--- config.mk ---
export PLATFORM = sky130hd
export DESIGN_NAME = vlan_cmd_engine
export DESIGN_NICKNAME = d
export VERILOG_FILES = /design/src/rtl/vlan_cmd_engine.sv
export SDC_FILE = /design/constraint.sdc
export NUM_CORES = 2
export LEC_CHECK = 0
export ABC_CLOCK_PERIOD_IN_PS = 10200
export CAP_MARGIN = 40
export CORE_ASPECT_RATIO = 1.1
export CORE_MARGIN = 2
export CORE_UTILIZATION = 50
export CTS_CLUSTER_SIZE = 12
export DETAILED_ROUTE_END_ITERATION = 10
export GPL_TIMING_DRIVEN = 0
export PLACE_DENSITY = 0.69
export SETUP_SLACK_MARGIN = 0.15
export SYNTH_ARGS = -nofsm -noshare
export SYNTH_HDL_FRONTEND = slang
export SYNTH_SLANG_ARGS = --single-unit
--- constraint.sdc ---
create_clock -name clk -period 10.2 [get_ports clk]
set_input_delay 2.04 -clock clk [delete_from_list [all_inputs] [get_ports clk]]
set_output_delay 2.04 -clock clk [all_outputs]
set_load 0.05 [all_outputs]
--- src/rtl/vlan_cmd_engine.sv ---
module vlan_cmd_engine #(
  parameter int ENTRIES = 16,
  parameter int PORTS   = 10
) (
  input  logic             clk,
  input  logic             rst_n,
  input  logic             cmd_we,
  input  logic [31:0]      cmd_wdata,
  output logic [31:0]      cmd_rdata,
  input  logic             data_we,
  input  logic [31:0]      data_wdata,
  input  logic [11:0]      lk_vid,
  output logic             lk_hit,
  output logic [PORTS-1:0] lk_members,
  output logic [2:0]       lk_prio,
  output logic             lk_prio_en
);
  localparam int IDX_W = (ENTRIES > 1) ? $clog2(ENTRIES) : 1;
  localparam int CNT_W = $clog2(ENTRIES + 1);
  localparam logic [2:0] OP_FLUSH = 3'd1, OP_LOAD = 3'd2, OP_PURGE = 3'd3, OP_RMPORT = 3'd4;

  logic busy, full, c_pen, d_val;
  logic [2:0] c_op, c_pri;
  logic [11:0] c_vid;
  logic [3:0] c_port;
  logic [PORTS-1:0] d_mem;

  logic             t_val [ENTRIES];
  logic [11:0]      t_vid [ENTRIES];
  logic [PORTS-1:0] t_mem [ENTRIES];
  logic [2:0]       t_pri [ENTRIES];
  logic             t_pen [ENTRIES];
  logic             s_val [ENTRIES];
  logic [11:0]      s_vid [ENTRIES];
  logic [PORTS-1:0] s_mem [ENTRIES];
  logic [2:0]       s_pri [ENTRIES];
  logic             s_pen [ENTRIES];

  logic [CNT_W-1:0] scan;
  logic hit_f, free_f;
  logic [IDX_W-1:0] hit_i, free_i;

  wire start = cmd_we && cmd_wdata[3] && !busy;
  wire [IDX_W-1:0] si = scan[IDX_W-1:0];
  wire [IDX_W-1:0] slot = hit_f ? hit_i : free_i;
  wire [PORTS-1:0] pbit = (32'(c_port) < PORTS) ? (PORTS'(1) << c_port) : '0;

  assign cmd_rdata = {c_pen, c_pri, c_vid, 4'b0, c_port, 3'b0, full, busy, c_op};

  always_ff @(posedge clk) begin
    if (!rst_n) begin
      busy <= 1'b0; full <= 1'b0; c_op <= '0; c_pri <= '0; c_pen <= 1'b0;
      c_vid <= '0; c_port <= '0; d_mem <= '0; d_val <= 1'b0;
      scan <= '0; hit_f <= 1'b0; free_f <= 1'b0; hit_i <= '0; free_i <= '0;
      for (int e = 0; e < ENTRIES; e++) begin
        t_val[e] <= 1'b0; t_vid[e] <= '0; t_mem[e] <= '0; t_pri[e] <= '0; t_pen[e] <= 1'b0;
        s_val[e] <= 1'b0; s_vid[e] <= '0; s_mem[e] <= '0; s_pri[e] <= '0; s_pen[e] <= 1'b0;
      end
    end else begin
      if (data_we && !busy) begin
        d_mem <= data_wdata[PORTS-1:0];
        d_val <= data_wdata[11];
      end
      if (start) begin
        busy <= 1'b1; full <= 1'b0; scan <= '0; hit_f <= 1'b0; free_f <= 1'b0;
        c_op <= cmd_wdata[2:0]; c_port <= cmd_wdata[11:8]; c_vid <= cmd_wdata[27:16];
        c_pri <= cmd_wdata[30:28]; c_pen <= cmd_wdata[31];
        for (int e = 0; e < ENTRIES; e++) begin
          s_val[e] <= t_val[e]; s_vid[e] <= t_vid[e]; s_mem[e] <= t_mem[e];
          s_pri[e] <= t_pri[e]; s_pen[e] <= t_pen[e];
        end
      end else if (busy) begin
        if (32'(scan) != ENTRIES) begin
          scan <= scan + 1'b1;
          case (c_op)
            OP_FLUSH:  s_val[si] <= 1'b0;
            OP_PURGE:  if (s_val[si] && s_vid[si] == c_vid) s_val[si] <= 1'b0;
            OP_RMPORT: s_mem[si] <= s_mem[si] & ~pbit;
            OP_LOAD: begin
              if (s_val[si] && s_vid[si] == c_vid && !hit_f) begin
                hit_f <= 1'b1; hit_i <= si;
              end
              if (!s_val[si] && !free_f) begin
                free_f <= 1'b1; free_i <= si;
              end
            end
            default: ;
          endcase
        end else begin
          busy <= 1'b0;
          for (int e = 0; e < ENTRIES; e++) begin
            t_val[e] <= s_val[e]; t_vid[e] <= s_vid[e]; t_mem[e] <= s_mem[e];
            t_pri[e] <= s_pri[e]; t_pen[e] <= s_pen[e];
          end
          if (c_op == OP_LOAD) begin
            if (hit_f || free_f) begin
              t_val[slot] <= d_val; t_vid[slot] <= c_vid; t_mem[slot] <= d_mem;
              t_pri[slot] <= c_pri; t_pen[slot] <= c_pen;
            end else begin
              full <= 1'b1;
            end
          end
        end
      end
    end
  end

  always_comb begin
    lk_hit = 1'b0; lk_members = '0; lk_prio = '0; lk_prio_en = 1'b0;
    for (int e = ENTRIES - 1; e >= 0; e--) begin
      if (t_val[e] && t_vid[e] == lk_vid) begin
        lk_hit = 1'b1; lk_members = t_mem[e]; lk_prio = t_pri[e]; lk_prio_en = t_pen[e];
      end
    end
  end
endmodule

== Word-level counts from Yosys, hierarchy flattened ==
Memory sizes are Yosys's and may differ from the RTL's. A register that Yosys moved wholly into a read port is not among the register bits.
Index checks and enable logic that the tools add are counted.

* Memory bits (read-only): 0
* Memories kept: 10
* RAM bits: 864
* Register bits: 51
* Bits in latches: 0
* Input port bits: 80

* Bitwise operators: 167
* $mul: 0
* Muxes and demuxes: 277
* $add $sub $neg: 1
* Magnitude comparators: 1
* Reductions and logical operators: 36
* Divide/modulo/power cells: 0
* Shift operators: 1
* Eq/ne operators: 22

{| class="wikitable"
|+ Memories
! name !! depth !! bits a word !! read ports !! clocked after memory_dff !! write ports !! RTL line !! RTL
|-
| s_vid || 16 || 12 || 17 || 1 || 16 || 34 || <nowiki>logic [11:0] s_vid [ENTRIES];</nowiki>
|-
| t_vid || 16 || 12 || 16 || 0 || 17 || 29 || <nowiki>logic [11:0] t_vid [ENTRIES];</nowiki>
|-
| s_mem || 16 || 10 || 17 || 1 || 16 || 35 || <nowiki>logic [PORTS-1:0] s_mem [ENTRIES];</nowiki>
|-
| t_mem || 16 || 10 || 16 || 0 || 17 || 30 || <nowiki>logic [PORTS-1:0] t_mem [ENTRIES];</nowiki>
|-
| s_pri || 16 || 3 || 16 || 0 || 16 || 36 || <nowiki>logic [2:0] s_pri [ENTRIES];</nowiki>
|-
| t_pri || 16 || 3 || 16 || 0 || 17 || 31 || <nowiki>logic [2:0] t_pri [ENTRIES];</nowiki>
|-
| 4 more memories || n/a || n/a || n/a || n/a || n/a || n/a ||
|}

{| class="wikitable"
|+ Operators by type and width
! operator !! count
|-
| two-way mux 10 bit || 50
|-
| two-way mux 12 bit || 32
|-
| equality test 12 bit || 17
|-
| bitwise OR 1 bit || 161
|-
| two-way mux 3 bit || 48
|-
| two-way mux 1 bit || 138
|-
| two-way mux 4 bit || 9
|-
| logical AND 1 bit || 22
|-
| AND reduction 4 bit || 3
|-
| AND 10 bit || 1
|-
| NOT 10 bit || 1
|-
| AND reduction 5 bit || 2
|-
| OR reduction 10 bit || 1
|-
| << shifter 1 x 4 -> 10 bit (first input constant) || 1
|-
| equality test 3 x 2 -> 1 bit (second input constant) || 2
|-
| adder 5 x 1 -> 5 bit (second input constant) || 1
|-
| != test 5 bit (second input constant) || 1
|-
| zero test 1 bit || 4
|-
| less-than comparator 4 bit (second input constant) || 1
|-
| NOT 1 bit || 4
|-
| equality test 3 x 1 -> 1 bit (second input constant) || 1
|-
| equality test 3 bit (second input constant) || 1
|-
| AND reduction 2 bit || 1
|-
| OR reduction 2 bit || 1
|-
| other kinds (2) || 2
|}

== Logic depth before layout (Yosys ltp) ==
An unclocked memory read counts as a cell.

* Depth in word-level cells: 19
* Gate-level depth with buffers: 12
* Gate-level depth less buffers: 9

== Worst setup path before layout ==
Ideal clock, no wire load.

* Path type: in2reg
* From: input cmd_we
* To: register (tool-made name)
* Arrival: 9.702 ns
* Stages on the path: 6
* Path buffers: 2
* Path slack: 0.026 ns
* Path through: nand3b_1 and2_1 clkbuf_1 inv_1 buf_1 nor2_1

{| class="wikitable"
|+ RTL lines
! element !! RTL line !! RTL
|-
| start: declaration || 7 || <nowiki>input logic cmd_we,</nowiki>
|}

== Final worst setup path ==
* From: input lk_vid[5]
* To: output lk_prio[0]

* Cells in the longest elaborated chain, start to end: 18
* Elaborated cells between the ends (all ways): 48

{| class="wikitable"
|+ Ends and longest elaborated chain
! element !! RTL line !! RTL
|-
| start: declaration || 12 || <nowiki>input logic [11:0] lk_vid,</nowiki>
|-
| equality test 12 bit || 111 || <nowiki>if (t_val[e] && t_vid[e] == lk_vid) begin</nowiki>
|-
| logical AND 1 bit || 111 ||
|-
| two-way mux 3 bit (15 in a row) || 111 ||
|-
| two-way mux 3 bit (*) || 111 ||
|-
| end: declaration || 15 || <nowiki>output logic [2:0] lk_prio,</nowiki>
|}

Mark *: on every way between the ends. The rest lies on a longest branch, timed or not.

==> results by group <==
Floorplanning
  – Row cnt: between 100 and 150
  – Die ar.: 93000 sq um
  – Die Ht: 319.6 um
  – Starting Density: 0.5052
  – IO Pins: between 100 and 150
  – Die W: roughly 290 um
  – Core area: between 80000 and 90000 sq um

Detailed routing
  – Remaining routing DRC violations: 0
  – Wl on met1: slightly above 60000 um
  – Uppermost layer routed: met5
  – DR vias: 37850
  – Final ANT Viol Nets: 0
  – Metal3 WL: 24760 um
  – Avg Vias per Cell: 6.799
  – WL final: between 150000 and 200000 um
  – 1st-pass router iterations: 7
  – Met2 wire length: about 79000 um
  – Routed len/inst: roughly 33 um
  – Number of DRC markers in iteration 0: between 6000 and 7000

Timing
  – Skew final: ~0.035 ns
  – Final max-slew violation count: 0
  – Unrepaired setup endpoints after global routing: no
  – Final setup viols: 0
  – Fmax: ~110 MHz
  – Min Hold Slack: 0.4690 ns
  – Max-slew headroom: 0.3195
  – Final hold violations: 0
  – Final period util: 0.9160
  – Setup TNS: 0 ns
  – Min Tclk post-route: between 9 and 10 ns
  – Worst slew pin tran: between 1 and 1.5 ns

Clocking
  – Postcts setup bufs: 0
  – CTS resizes: 0
  – Worst-path clk slew: roughly 0.06 ns
  – CTS tree: yes
  – CTS Hold Buffers Added: 0
  – Root Buffer: clkbuf_16
  – Later-pin clock latency in the skew report: roughly 0.7 ns
  – H-Tree Depth: 3
  – Clk sink count: between 900 and 1000
  – Cts bufs inserted: 100
  – Clock tree buffer depth: 3

Critical path
  – FF-to-FF Start: busy
  – Worst Path Arrival: between 7 and 8 ns
  – CP Buf/Inv Count: 5
  – Type of origin of the critical path: primary input
  – Crit path max-delay family: buffers and inverters
  – Setup slack, reg-to-reg: 5.57 ns
  – CP Cell Sequence: buf_2 > buf_2 > xnor2_1 > nand4_1 > nor4_1 > buf_2 > buf_2 > nand3_1 > a21o_1 > a21boi_0 > o211ai_1 > a21oi_1 > clkdlybuf4s50_1
  – Reg2Reg Depth: 9
  – Worst path max stage delay: ~0.86 ns
  – Slowest CP cell: clkdlybuf4s50_1
  – Crit path max fanout: 10
  – CP endpoint kind: output port
  – CP dominant cell by count: buf_2
  – Setup Crit Path Kind: in -> out
  – Reg2reg end: t_pri[6][1]
  – Crit path required time: between 8 and 9 ns

Global route
  – Initial antenna violation count: 6
  – Largest net degree at the start of global routing: around 110
  – Vias in the first global route: 35440
  – Gr ovfl total: 0
  – Wire length of the first global-routing pass: between 200000 and 300000 um
  – Total track usage: 0.3934

Synthesis
  – Post-synthesis sequential area ratio: 0.5877
  – Cells after Synth: 4059
  – Post-synth EDFFs: approximately 820
  – Synth Warn #: 0
  – Library cells used by synthesis: between 50 and 60
  – Ys flop type: edfxtp_1
  – Register bit total from synthesis: 919
  – Mapped Area: approximately 45000 sq um
  – Syn_area_per_cell: 11.16 sq um
  – Asr flop ratio synth: 0

Final layout
  – Net count, final: 4393
  – Post-Layout Cell Count: approximately 5600
  – Area grow syn2layout: 14.00%
  – Layout cell share with drive strength beyond 1: 0.09476
  – # fillers: 7600
  – Sequential cell area: roughly 27000 sq um
  – Fin util: 0.5759
  – Area of the multi-input gates: between 15000 and 20000 sq um

Hold path
  – Hold-critical path depth: 2
  – Min-Delay Startpoint: hit_i[3]
  – Hold endpoint: hit_i[3]
  – HP Class: reg -> reg

Placement
  – Routability congestion estimate: roughly 1.1
  – HPWL after DPL: between 100000 and 150000 um
  – Dpl cells: 5373
  – Port Buffers: just under 80

Status
  – Status: finished clean

Power
  – Pwr Density: 169.7 nW/um^2
  – Max VDD drop: about 0.14 mV
  – Leakage: 17.17 nW

Flow run
  – Max Cap Viol: 0
[registers in the layout, indices dropped and copies added (netlist names), 4 cells and up, named ones only]
signal and cells:
c_port 4, c_vid 12, d_mem 10, free_i 4
hit_i 4, s_mem 160, s_pen 16, s_pri 48
s_val 16, s_vid 192, scan 5, t_mem 160
t_pen 16, t_pri 48, t_val 16, t_vid 192
[worst max path at each step]
stage                          from       endpoint  slack [ns]  cells after the start
after floorplan              cmd_we      s_pen[10]        0.75                      5
after global placement        rst_n      flip-flop       -4.80                      7
after detailed placement  lk_vid[9]     lk_prio[0]        1.20                     12
after CTS                 lk_vid[9]     lk_prio[0]        1.18                     12
after global routing      lk_vid[5]  lk_members[9]        0.92                     13
final                     lk_vid[5]     lk_prio[0]        0.86                     13
[worst min-delay path, stage by stage, from the launching register on]
cell	delay, ns
dfxtp_1	0.32
nand2_1	0.05
mux2i_1	0.05
[logic make-up (layout without fill, tap and decap cells)]
| group | Yosys count | after routing | synth area share |
|---|---|---|---|
| simple gates | 1392 | 1392 | 0.1502 |
| flops | 919 | 919 | 0.5877 |
| compound gates | 882 | 882 | 0.1099 |
| buf+inv | 458 | 783 | 0.04274 |
| xor+xnor | 215 | 215 | 0.04158 |
| mux | 188 | 188 | 0.06664 |
| fa+ha+maj | 4 | 4 | 0.001105 |
| other cells | 1 | 14 | 0.00008281 |
[where the power goes]
group | switching (mW) | internal [mW] | leakage [nW]
Sequential | 0.188 | 4.32 | 9.36
Clock | 1.57 | 1.96 | 1.50
Combinational | 0.485 | 0.236 | 6.31
[placed cells by master, fill, tap and decap left out, types with 13 or more instances in the layout]
cell             instances
edfxtp_1               821
o21ai_0                633
nand2_1                504
nand3_1                440
clkbuf_1               275
and2_1                 261
xnor2_1                194
clkbuf_16              103
dfxtp_1                 98
mux2i_1                 90
mux4_2                  90
inv_1                   80
clkdlybuf4s50_1         78
buf_2                   77
nor2_1                  62
a21oi_1                 59
buf_1                   41
nand4_1                 32
buf_4                   29
o21a_1                  28
o211ai_1                27
xor2_1                  21
a22oi_1                 21
nand2b_1                20
buf_6                   20
a21o_1                  19
buf_16                  18
a41oi_1                 16
clkinv_1                16
or2_2                   15
a22o_1                  15
clkinv_2                14
nor2b_1                 13
o2111ai_1               13
[per-stage QoR]
step,area [sq um],power (mW),worst slack [ns]
after floorplan,45310,4.882,0.7490
after global placement,47560,5.238,-4.799
after detailed placement,48500,5.257,1.197
after CTS,51580,8.688,1.182
after global routing,51610,8.904,0.9193
final,51630,8.762,0.8572
[cell type report]
| cell class | instances | area share |
|---|---|---|
| Inverter | 81 | 0.005889 |
| Multi-Input combinational cell | 2688 | 0.3251 |
| Timing Repair Buffer | 142 | 0.03330 |
| Antenna cell | 7 | 0.0003393 |
| Sequential cell | 919 | 0.5155 |
| Tap cell | 1170 | 0.02836 |
| Clock buffer | 143 | 0.05438 |
| Clock inverter | 40 | 0.005259 |
| Buffer | 377 | 0.03182 |
[synth_stat cells, drive strengths merged (19+ instances only)]
cell      n  area share
nor2     63      0.0053
o211ai   27      0.0045
a22oi    21      0.0035
a21oi    59      0.0065
edfxtp  821        0.54
xor2     21      0.0041
xnor2   194       0.038
mux4     90       0.045
nand3   440       0.049
nand2b   20      0.0028
o21a     28      0.0046
and2    261       0.036
o21ai   633       0.070
buf     134       0.016
a21o     19      0.0031
inv      81      0.0067
mux2i    90       0.020
dfxtp    98       0.043
nand4    32      0.0044
clkbuf  243       0.020
nand2   504       0.042
[per-layer routing]
metal  global-route usage  vias to the layer above
met3              0.09527                      840
met1               0.4907                    18270
li1                     -                    15260
met5                    0                        -
met4               0.3275                        2
met2               0.5816                     3477
Power figures use the tool's default switching activity.
